[src/rtl/uart_brg_pkg.sv]
`timescale 1ns/1ps
package uart_brg_pkg;
  localparam int unsigned BRG_DIV_W    = 16;
  localparam int unsigned BRG_BYTE_W   = 8;
  localparam int unsigned BRG_DIV_RST  = 2;
  localparam int unsigned BRG_OS_RATIO = 16;

  typedef enum logic [1:0] {
    CNT_IDLE,
    CNT_LOAD,
    CNT_WRAP,
    CNT_DOWN
  } cnt_op_e;
endpackage

[src/rtl/brg_acc_bit.sv]
`timescale 1ns/1ps
module brg_acc_bit (
  input  logic clk,
  input  logic rst_n,
  input  logic lcr_we,
  input  logic lcr_acc_d,
  output logic acc_en
);
  always_ff @(posedge clk or negedge rst_n) begin
    if (!rst_n)      acc_en <= 1'b0;
    else if (lcr_we) acc_en <= lcr_acc_d;
  end
endmodule

[src/rtl/brg_div_regs.sv]
`timescale 1ns/1ps
module brg_div_regs #(
  parameter int unsigned DIV_W   = 16,
  parameter int unsigned BYTE_W  = 8,
  parameter int unsigned DIV_RST = 2,
  localparam int unsigned NB     = DIV_W / BYTE_W,
  localparam int unsigned AW     = (NB > 1) ? $clog2(NB) : 1
) (
  input  logic              clk,
  input  logic              rst_n,
  input  logic              acc_en,
  input  logic              reg_we,
  input  logic [AW-1:0]     reg_addr,
  input  logic [BYTE_W-1:0] reg_wdata,
  output logic [BYTE_W-1:0] reg_rdata,
  output logic [DIV_W-1:0]  div_q,
  output logic [DIV_W-1:0]  div_nxt,
  output logic              load
);
  localparam logic [DIV_W-1:0] RST_V = DIV_W'(DIV_RST);

  logic [BYTE_W-1:0] byte_q [NB];
  logic [BYTE_W-1:0] byte_d [NB];

  assign load = reg_we & acc_en;

  for (genvar i = 0; i < NB; i++) begin : g_byte
    assign byte_d[i] = (load && (reg_addr == AW'(i))) ? reg_wdata : byte_q[i];

    always_ff @(posedge clk or negedge rst_n) begin
      if (!rst_n) byte_q[i] <= RST_V[i*BYTE_W +: BYTE_W];
      else        byte_q[i] <= byte_d[i];
    end

    assign div_q[i*BYTE_W +: BYTE_W]   = byte_q[i];
    assign div_nxt[i*BYTE_W +: BYTE_W] = byte_d[i];
  end

  assign reg_rdata = acc_en ? byte_q[reg_addr] : '0;
endmodule

[src/rtl/brg_down_cnt.sv]
`timescale 1ns/1ps
module brg_down_cnt
  import uart_brg_pkg::*;
#(
  parameter int unsigned DIV_W   = 16,
  parameter int unsigned DIV_RST = 2
) (
  input  logic             clk,
  input  logic             rst_n,
  input  logic             load,
  input  logic [DIV_W-1:0] div_q,
  input  logic [DIV_W-1:0] div_nxt,
  output logic [DIV_W-1:0] cnt_q,
  output logic             os_tick
);
  localparam logic [DIV_W-1:0] ONE = DIV_W'(1);

  cnt_op_e op;

  always_comb begin
    if (load)              op = CNT_LOAD;
    else if (cnt_q == ONE) op = CNT_WRAP;
    else if (cnt_q != '0)  op = CNT_DOWN;
    else                   op = CNT_IDLE;
  end

  always_ff @(posedge clk or negedge rst_n) begin
    if (!rst_n) cnt_q <= DIV_W'(DIV_RST);
    else begin
      case (op)
        CNT_LOAD: cnt_q <= div_nxt;
        CNT_WRAP: cnt_q <= div_q;
        CNT_DOWN: cnt_q <= cnt_q - ONE;
        default:  cnt_q <= cnt_q;
      endcase
    end
  end

  assign os_tick = (cnt_q == ONE);
endmodule

[src/rtl/brg_os_phase.sv]
`timescale 1ns/1ps
module brg_os_phase #(
  parameter int unsigned OS_RATIO = 16,
  localparam int unsigned PH_W    = (OS_RATIO > 1) ? $clog2(OS_RATIO) : 1
) (
  input  logic clk,
  input  logic rst_n,
  input  logic load,
  input  logic os_tick,
  output logic bit_tick
);
  localparam logic [PH_W-1:0] LAST = PH_W'(OS_RATIO - 1);

  logic [PH_W-1:0] ph_q;

  always_ff @(posedge clk or negedge rst_n) begin
    if (!rst_n)       ph_q <= '0;
    else if (load)    ph_q <= '0;
    else if (os_tick) ph_q <= (ph_q == LAST) ? '0 : ph_q + PH_W'(1);
  end

  assign bit_tick = os_tick && (ph_q == LAST);
endmodule

[src/rtl/uart_baud_gen.sv]
`timescale 1ns/1ps
module uart_baud_gen
  import uart_brg_pkg::*;
#(
  parameter int unsigned DIV_W    = BRG_DIV_W,
  parameter int unsigned BYTE_W   = BRG_BYTE_W,
  parameter int unsigned DIV_RST  = BRG_DIV_RST,
  parameter int unsigned OS_RATIO = BRG_OS_RATIO,
  localparam int unsigned NB      = DIV_W / BYTE_W,
  localparam int unsigned AW      = (NB > 1) ? $clog2(NB) : 1
) (
  input  logic              clk,
  input  logic              rst_n,
  input  logic              lcr_we,
  input  logic              lcr_acc_d,
  input  logic              reg_we,
  input  logic [AW-1:0]     reg_addr,
  input  logic [BYTE_W-1:0] reg_wdata,
  output logic [BYTE_W-1:0] reg_rdata,
  output logic              acc_en,
  output logic              os_tick,
  output logic              bit_tick
);
  logic [DIV_W-1:0] div_q;
  logic [DIV_W-1:0] div_nxt;
  logic [DIV_W-1:0] cnt_q;
  logic             load;

  brg_acc_bit u_acc (
    .clk       (clk),
    .rst_n     (rst_n),
    .lcr_we    (lcr_we),
    .lcr_acc_d (lcr_acc_d),
    .acc_en    (acc_en)
  );

  brg_div_regs #(
    .DIV_W   (DIV_W),
    .BYTE_W  (BYTE_W),
    .DIV_RST (DIV_RST)
  ) u_regs (
    .clk       (clk),
    .rst_n     (rst_n),
    .acc_en    (acc_en),
    .reg_we    (reg_we),
    .reg_addr  (reg_addr),
    .reg_wdata (reg_wdata),
    .reg_rdata (reg_rdata),
    .div_q     (div_q),
    .div_nxt   (div_nxt),
    .load      (load)
  );

  brg_down_cnt #(
    .DIV_W   (DIV_W),
    .DIV_RST (DIV_RST)
  ) u_cnt (
    .clk     (clk),
    .rst_n   (rst_n),
    .load    (load),
    .div_q   (div_q),
    .div_nxt (div_nxt),
    .cnt_q   (cnt_q),
    .os_tick (os_tick)
  );

  brg_os_phase #(
    .OS_RATIO (OS_RATIO)
  ) u_phase (
    .clk      (clk),
    .rst_n    (rst_n),
    .load     (load),
    .os_tick  (os_tick),
    .bit_tick (bit_tick)
  );
endmodule

[config.mk]
export PLATFORM = sky130hd
export DESIGN_NAME = uart_baud_gen
export DESIGN_NICKNAME = d
export VERILOG_FILES = /design/src/rtl/uart_brg_pkg.sv /design/src/rtl/brg_acc_bit.sv /design/src/rtl/brg_div_regs.sv /design/src/rtl/brg_down_cnt.sv /design/src/rtl/brg_os_phase.sv /design/src/rtl/uart_baud_gen.sv
export SDC_FILE = /design/constraint.sdc
export NUM_CORES = 1
export LEC_CHECK = 0
export ABC_AREA = 1
export BUFFER_PORTS_ARGS = -buffer_cell sky130_fd_sc_hd__buf_2
export CORE_ASPECT_RATIO = 2
export CORE_MARGIN = 1
export CORE_UTILIZATION = 50
export DETAILED_ROUTE_END_ITERATION = 8
export PLACE_DENSITY = 0.7
export SLEW_MARGIN = 30
export SYNTH_ARGS = -nofsm -noshare
export SYNTH_HDL_FRONTEND = slang
export SYNTH_SLANG_ARGS = --single-unit
[constraint.sdc]
create_clock -name clk -period 3.5 [get_ports clk]
set_clock_uncertainty 0.15 [all_clocks]
set_input_delay 0.175 -clock clk [delete_from_list [all_inputs] [get_ports clk]]
set_output_delay 0.175 -clock clk [all_outputs]
set_load 0.05 [all_outputs]
==> flow_summary.ini, run 1 <==
[run_status]
outcome = completed

[layout]
fin_nets = 383
final_util_pct = 57.9
antenna_cells = 0
syn_to_final_growth_pct = 11.4
drive_above_1_share_pct = 13.9
stdcell_count = 422

[yosys]
syn_area_per_cell_sq_um = 6.98
synthDistinctLibCells = 33
yosys-top-cells-area = dfrtp_1 37%, nand2_1 14%, nor2_1 8.8%, inv_1 6.0%, nand3_1 5.0%
yosysTopAreaCell = dfrtp_1
synth.cell_area_sq_um = 2390
yosys_register_bits = 37
post-synth-top-area-fraction_pct = 36.7
ys_seq_area_share_pct = 38.9
yosys_warnings = 0
synthCells = 342
synth_nets = 359

[sta]
grt_setup_unrepaired = no
setup_violations = 0
fmax_ghz = 0.397
holdWs_ns = 0.0276
tns_ns = 0
slew_headroom_pct = 59.9
period_share_pct = 71.9
fin_crit_ns = 2.52
hold_violations = 0
worstMarginPinSlew_ns = 0.599
report.final.slew_viol_count = 0

[die]
die_h_um = 99.7
start_util_pct = 51.9
rows = 35
fp.dieW_um = 50.9
dieArea_sq_um = 5070
core_region_area_sq_um = 4600
ios = 25

[cts]
h-tree-depth = 2
cts_setup_buffers = 0
path_clk_slew_ns = 0.09
cts_tree = done
cts_root_buffer = clkbuf_8
clock_latency_ns = 0.30
numClockSinks = 37
cts_buffer_depth = 2
cts_made_buffers = 5

[drt]
routedWlPerCell_um = 14.1
route.met2.wl_mm = 3.28
drc = 0
routed_via_density = 5.23
top_layer = met4
drt_wl_total_mm = 5.94
dr_wl_met3_um = 107
wl_met1_mm = 2.30
vias = 2205
drt_first_pass_iters = 4
drt_iter0_drc = 37
drtAntennaViolNets = 0

[global_route]
grt_max_degree = 38
grt_pass1_vias = 2192
grt-ovfl-total = 0
grtUsageTotal_pct = 26.6
grt_pass1_wl_mm = 9.98
antenna_found_initial = 0

[job]
cap_violations = 0

[pwr]
ir_drop_mv = 0.414
p_sw_share_pct = 42.8
p_int_uw = 983
p_per_area_nw_per_um2 = 646
finalPower_mw = 1.72
leakagePower_nw = 1.40
seqPwrFrac_pct = 39.3
combPwrFrac_pct = 38.6
power_switching_uw = 736
pwr-share-clk_pct = 22.1

[placed_design]
placedCellCount = 410
io_buffers = 24
place_congestion = 0.878
dp_hpwl_mm = 4.60

[min_path]
hold_path_class = in -> reg

[worst_setup_path]
crit_type = reg -> out
crit_fanout = 17
cp-end-kind = output pin
crit_required_ns = 3.17
arrival_ns = 2.19
startpoint_type = register
-- worst max-delay path, stage by stage (launching register included) --
cell,delay [ns]
dfrtp_1,0.43
nor2_1,0.18
nand2_1,0.19
nor2_4,0.39
nand2_2,0.20
nor4_1,0.20
buf_2,0.30
-- worst paths after layout --
check                                startpoint               to  slack [ns]  depth (start not counted)
worst max-delay path             u_cnt.cnt_q[5]         bit_tick        0.98                          6
worst min-delay path               reg_wdata[3]  u_regs.div_q[3]        0.03                          3
worst max register to register     u_acc.acc_en  u_cnt.cnt_q[10]        1.11                          8
worst min register to register  u_phase.ph_q[2]  u_phase.ph_q[2]        0.37                          1
max in group asynchronous                 rst_n   u_cnt.cnt_q[1]        2.57                          3
min in group asynchronous                 rst_n  u_phase.ph_q[3]        0.11                          2
-- what timing repair did --
item                      CTS  global route
hold endpoints to repair   36             0
gates resized for setup     0             0
hold buffers                3             0
-- layer usage --
layer,track usage (%),vias up
met5,0,-
met4,15.4,0
met3,2.60,20
met2,48.9,41
met1,28.2,1001
li1,-,1143
-- power by group through the flow --
| stage | logic [mW] | registers, mW | clock network [mW] |
|---|---|---|---|
| 2_1_floorplan | 0.534 | 0.637 | 0 |
| 3_3_place_gp | 0.648 | 0.678 | 0 |
| 4_1_cts | 0.661 | 0.673 | 0.385 |
| 6_report | 0.664 | 0.675 | 0.381 |
| 3_5_place_dp | 0.652 | 0.682 | 0 |
| 5_1_grt | 0.767 | 0.689 | 0.405 |
-- area by class of cell --
type                            count  area, sq um
Tap cell                           55         68.8
Multi-Input combinational cell    252         1220
Clock buffer                        5         68.8
Timing Repair Buffer               28          170
Inverter                           42          158
Sequential cell                    37          928
Fill cell                         461         1940
Clock inverter                      3         46.3
-- placed cells by master, fill, tap and decap left out, drive strengths merged, types with 4 or more instances in the layout --
master,instances
nand4,16
o21ai,31
clkbuf,5
xnor2,4
inv,40
nand3,26
buf,25
dfrtp,35
nand2,95
nor2,62
-- synth_stat cells --
master,count
nand3b_1,1
nand3_2,2
o21ai_0,24
o21a_1,1
buf_4,1
a21oi_1,2
nor2_1,56
a21boi_0,1
o211ai_1,2
o21ai_1,7
nand2_4,1
o31ai_1,1
ha_1,3
nand2_1,90
inv_2,2
nand3_1,24
clkinv_1,2
inv_1,38
nor2_2,1
xor2_1,2
nor2_4,5
a31oi_1,1
nand4_1,16
xnor2_1,4
clkbuf_1,1
mux2_2,1
dfstp_2,2
buf_2,5
nor4_1,1
buf_6,4
nand2_2,4
dfrtp_1,35
nor3_1,2
-- stage by stage --
stage	worst slack, ns	instance area, sq um
after floorplan	0.749	2390
after global routing	0.743	2660
after CTS	0.985	2640
after global placement	1.27	2500
final	0.983	2660
after detailed placement	1.17	2500
-- logic make-up (layout without fill, tap and decap cells) --
logic type / Yosys count / in the layout / synth area share [%]
flops: 37 / 37 / 38.9
compound gates: 39 / 39 / 8.75
xor+xnor: 6 / 6 / 2.20
fa+ha+maj: 3 / 3 / 1.57
simple gates: 203 / 203 / 38.1
mux: 1 / 1 / 0.471
buf+inv: 53 / 78 / 10.0
-- sequential cells by signal, summed over array words and instances, names as in the netlist --
register,cells
u_cnt.cnt_q,16
u_regs.div_q,16
u_phase.ph_q,4
u_acc.acc_en,1
No activity file was read; power rests on OpenSTA's default activity.
==> run 2, diff against run 1 <==
--- a/config.mk
+++ b/config.mk
@@ -5,13 +5,13 @@
 export SDC_FILE = /design/constraint.sdc
 export NUM_CORES = 1
 export LEC_CHECK = 0
-export ABC_AREA = 1
+export ABC_AREA = 0
 export BUFFER_PORTS_ARGS = -buffer_cell sky130_fd_sc_hd__buf_2
 export CORE_ASPECT_RATIO = 2
 export CORE_MARGIN = 1
 export CORE_UTILIZATION = 50
 export DETAILED_ROUTE_END_ITERATION = 8
-export PLACE_DENSITY = 0.7
+export PLACE_DENSITY = 0.74
 export SLEW_MARGIN = 30
 export SYNTH_ARGS = -nofsm -noshare
 export SYNTH_HDL_FRONTEND = slang
==> constraint.sdc (replaced) <==
create_clock -name clk -period 2.3 [get_ports clk]
set_clock_uncertainty 0.15 [all_clocks]
set_input_delay 0.115 -clock clk [delete_from_list [all_inputs] [get_ports clk]]
set_output_delay 0.115 -clock clk [all_outputs]
set_load 0.05 [all_outputs]
==> run 2 against run 1 <==
Effect of this change: the flow now finishes with violations (setup timing); critical path depth fell by 1; largest cell class unchanged; critical endpoint unchanged; utilization increased by 14 points; via count shrank 10%; first-iteration DRC count is 35% higher.
==> flow_summary.ini, run 2 <==
[pwr]
leakagePower_nw = 1.30
ir_drop_mv = 0.696
p_per_area_nw_per_um2 = 927

[worst_setup_path]
crit_required_ns = 2.04
arrival_ns = 2.13
r2r_slack_ns = -0.07
rr_startpoint = u_cnt.cnt_q[8]
crit_chain = or4_4, or3_4, nor2_4, and4_4, buf_8
critPathBufInv = 1
startpoint_type = register
crit_type = reg -> out
cp_slowest_cell = or4_4
critPathLaunch = u_cnt.cnt_q[8]
r2r_end = u_cnt.cnt_q[6]
crit_end = bit_tick
critPathMaxStageDelay_ns = 0.54
reg2regPathDepth = 8
crit_fanout = 3
cp_num_cells = 5
cp-end-kind = output pin
path_delay_family = simple AND/OR/NAND/NOR gates

[global_route]
grt-ovfl-total = 0
grt_pass1_vias = 2047
grt_pass1_wl_mm = 9.30
grt_max_degree = 38
antenna_found_initial = 0
grtUsageTotal_pct = 26.6

[placed_design]
dp_hpwl_mm = 3.98
dpl_cell_area_sq_um = 2580
io_buffers = 24
place_congestion = 0.904
placedCellCount = 313

[layout]
drive_above_1_share_pct = 39.9
stdcell_count = 340
antenna_cells = 0
final_cell_mix = 35 x buf_4, 35 x dfrtp_1, 23 x buf_2, 19 x mux2_2, 17 x nand2_1
design_area_sq_um = 2990
fin_nets = 304
syn_to_final_growth_pct = 36.6
final_util_pct = 72.3

[run_status]
violations = setup timing
outcome = finished, violations left

[drt]
drt_iter0_drc = 50
drc = 0
drt_first_pass_iters = 4
drtAntennaViolNets = 0
vias = 1981
routedWlPerCell_um = 17.1
drt_wl_total_mm = 5.81
routed_via_density = 5.83

[yosys]
synthDistinctLibCells = 42
synthCells = 216
yosys_register_bits = 37
synth_nets = 233
ys_seq_area_share_pct = 42.5
yosysMostFrequentCell = dfrtp_1
syn_area_per_cell_sq_um = 10.1
synth.cell_area_sq_um = 2190
synth_edf_count = 0
yosys_warnings = 0
post-synth-top-area-fraction_pct = 40.1
yosys-top-cells-area = dfrtp_1 40%, mux2_2 9.8%, mux2i_1 6.0%, xnor2_1 4.0%, a22oi_1 3.8%
async_flop_share_pct = 100
ys_top_cells_by_count = 35 x dfrtp_1, 19 x mux2_2, 17 x nand2_1, 14 x nor2_1
synth_ff_type = dfrtp_1
yosysTopAreaCell = dfrtp_1

[cts]
h-tree-depth = 2
numClockSinks = 37
cts_root_buffer = clkbuf_8
cts_buffer_depth = 2
cts_tree = done
path_clk_slew_ns = 0.08
cts_made_buffers = 5
clock_latency_ns = 0.29

[sta]
worstMarginPinSlew_ns = 0.848
fin_crit_ns = 2.40
layout_setup_ws_ns = -0.0960
fmax_ghz = 0.417
setup_violations = 15
report.final.slew_viol_count = 0
slew_headroom_pct = 43.5
grt_setup_unrepaired = yes
period_share_pct = 104
hold_violations = 0
holdWs_ns = 0.173

[job]
cap_violations = 0

[min_path]
hold_path_class = in -> reg

[die]
start_util_pct = 52.9
rows = 33
fp.dieW_um = 48.8
ios = 25
dieArea_sq_um = 4660
die_h_um = 95.5
core_region_area_sq_um = 4130
run 2: cell count changes after synthesis, sizes merged, moves of 6 or more:
cell / change
nand3: -21
nor2: -48
nand4: -15
xnor2: +6
clkbuf: +7
a21oi: +8
nor2b: +8
buf: -7
mux2i: +13
mux2: +18
o21ai: -17
inv: -38
nand2: -78
a22oi: +11
run 2: final cells by class:
type	count	area, sq um
clock buffer	6	82.6
clock inverter	2	37.5
fill	319	1140
inverter	2	7.51
multi-input combinational	166	1290
sequential	37	928
tap	52	65.1
timing repair buffer	75	577
run 2: logic make-up (layout without fill, tap and decap cells):
logic type,Yosys count,count (layout),synth area share [%]
compound gates,47,47,13.8
xor+xnor,14,14,5.61
buf+inv,13,85,2.98
flops,37,37,42.5
mux,32,32,15.7
fa+ha+maj,3,3,1.72
simple gates,70,70,17.7
run 2: where the power goes:
part / leakage, nW / switching (mW) / internal (mW)
Sequential: 0.451 / 0.163 / 0.833
Clock: 0.0574 / 0.241 / 0.353
Combinational: 0.790 / 0.622 / 0.558
Total: 1.30 / 1.03 / 1.74
run 2: metrics by stage:
step,power (mW),setup TNS (ns),setup slack [ns]
floorplan,1.64,-0.184,-0.0986
global placement,2.02,-0.160,-0.105
detailed placement,2.03,-0.471,-0.132
CTS,2.70,-0.186,-0.0784
global route,2.91,-1.39,-0.140
finish,2.77,-0.479,-0.0960
run 2: repair_timing:
| action | in CTS | in global routing |
|---|---|---|
| hold buffers | 11 | 0 |
| hold endpoints to repair | 52 | 0 |
| endpoints found under the setup margin | 16 | 19 |
| gates resized for setup | 18 | 10 |
| pin swaps | 8 | 11 |
| setup buffers | 6 | 2 |
run 2: worst reg2reg max path: stages (launching register included):
cell and delay (ns):
dfrtp_1 0.40, or4_4 0.54, or3_4 0.43, buf_6 0.14
nor3_4 0.19, buf_12 0.16, buf_12 0.12, a22oi_2 0.06
o21ai_2 0.10
run 2: how the worst min path moves through the flow:
stage	startpoint	end	slack, ns	depth (start not counted)
after floorplan	rst_n	u_acc.acc_en	-0.33	0
after global placement	rst_n	u_phase.ph_q[2]	0.11	1
after detailed placement	rst_n	u_phase.ph_q[2]	0.11	1
after CTS	reg_we	u_cnt.cnt_q[9]	0.17	5
after global routing	reg_we	u_cnt.cnt_q[9]	0.22	5
final	reg_we	u_cnt.cnt_q[9]	0.17	5
run 2: per-layer routing:
layer	vias to the layer above	routed length, um	track usage, %
met4	0	292	16.7
met3	24	234	3.83
met2	63	3250	50.1
li1	930	-	-
met1	964	2030	26.8
met5	-	0	0
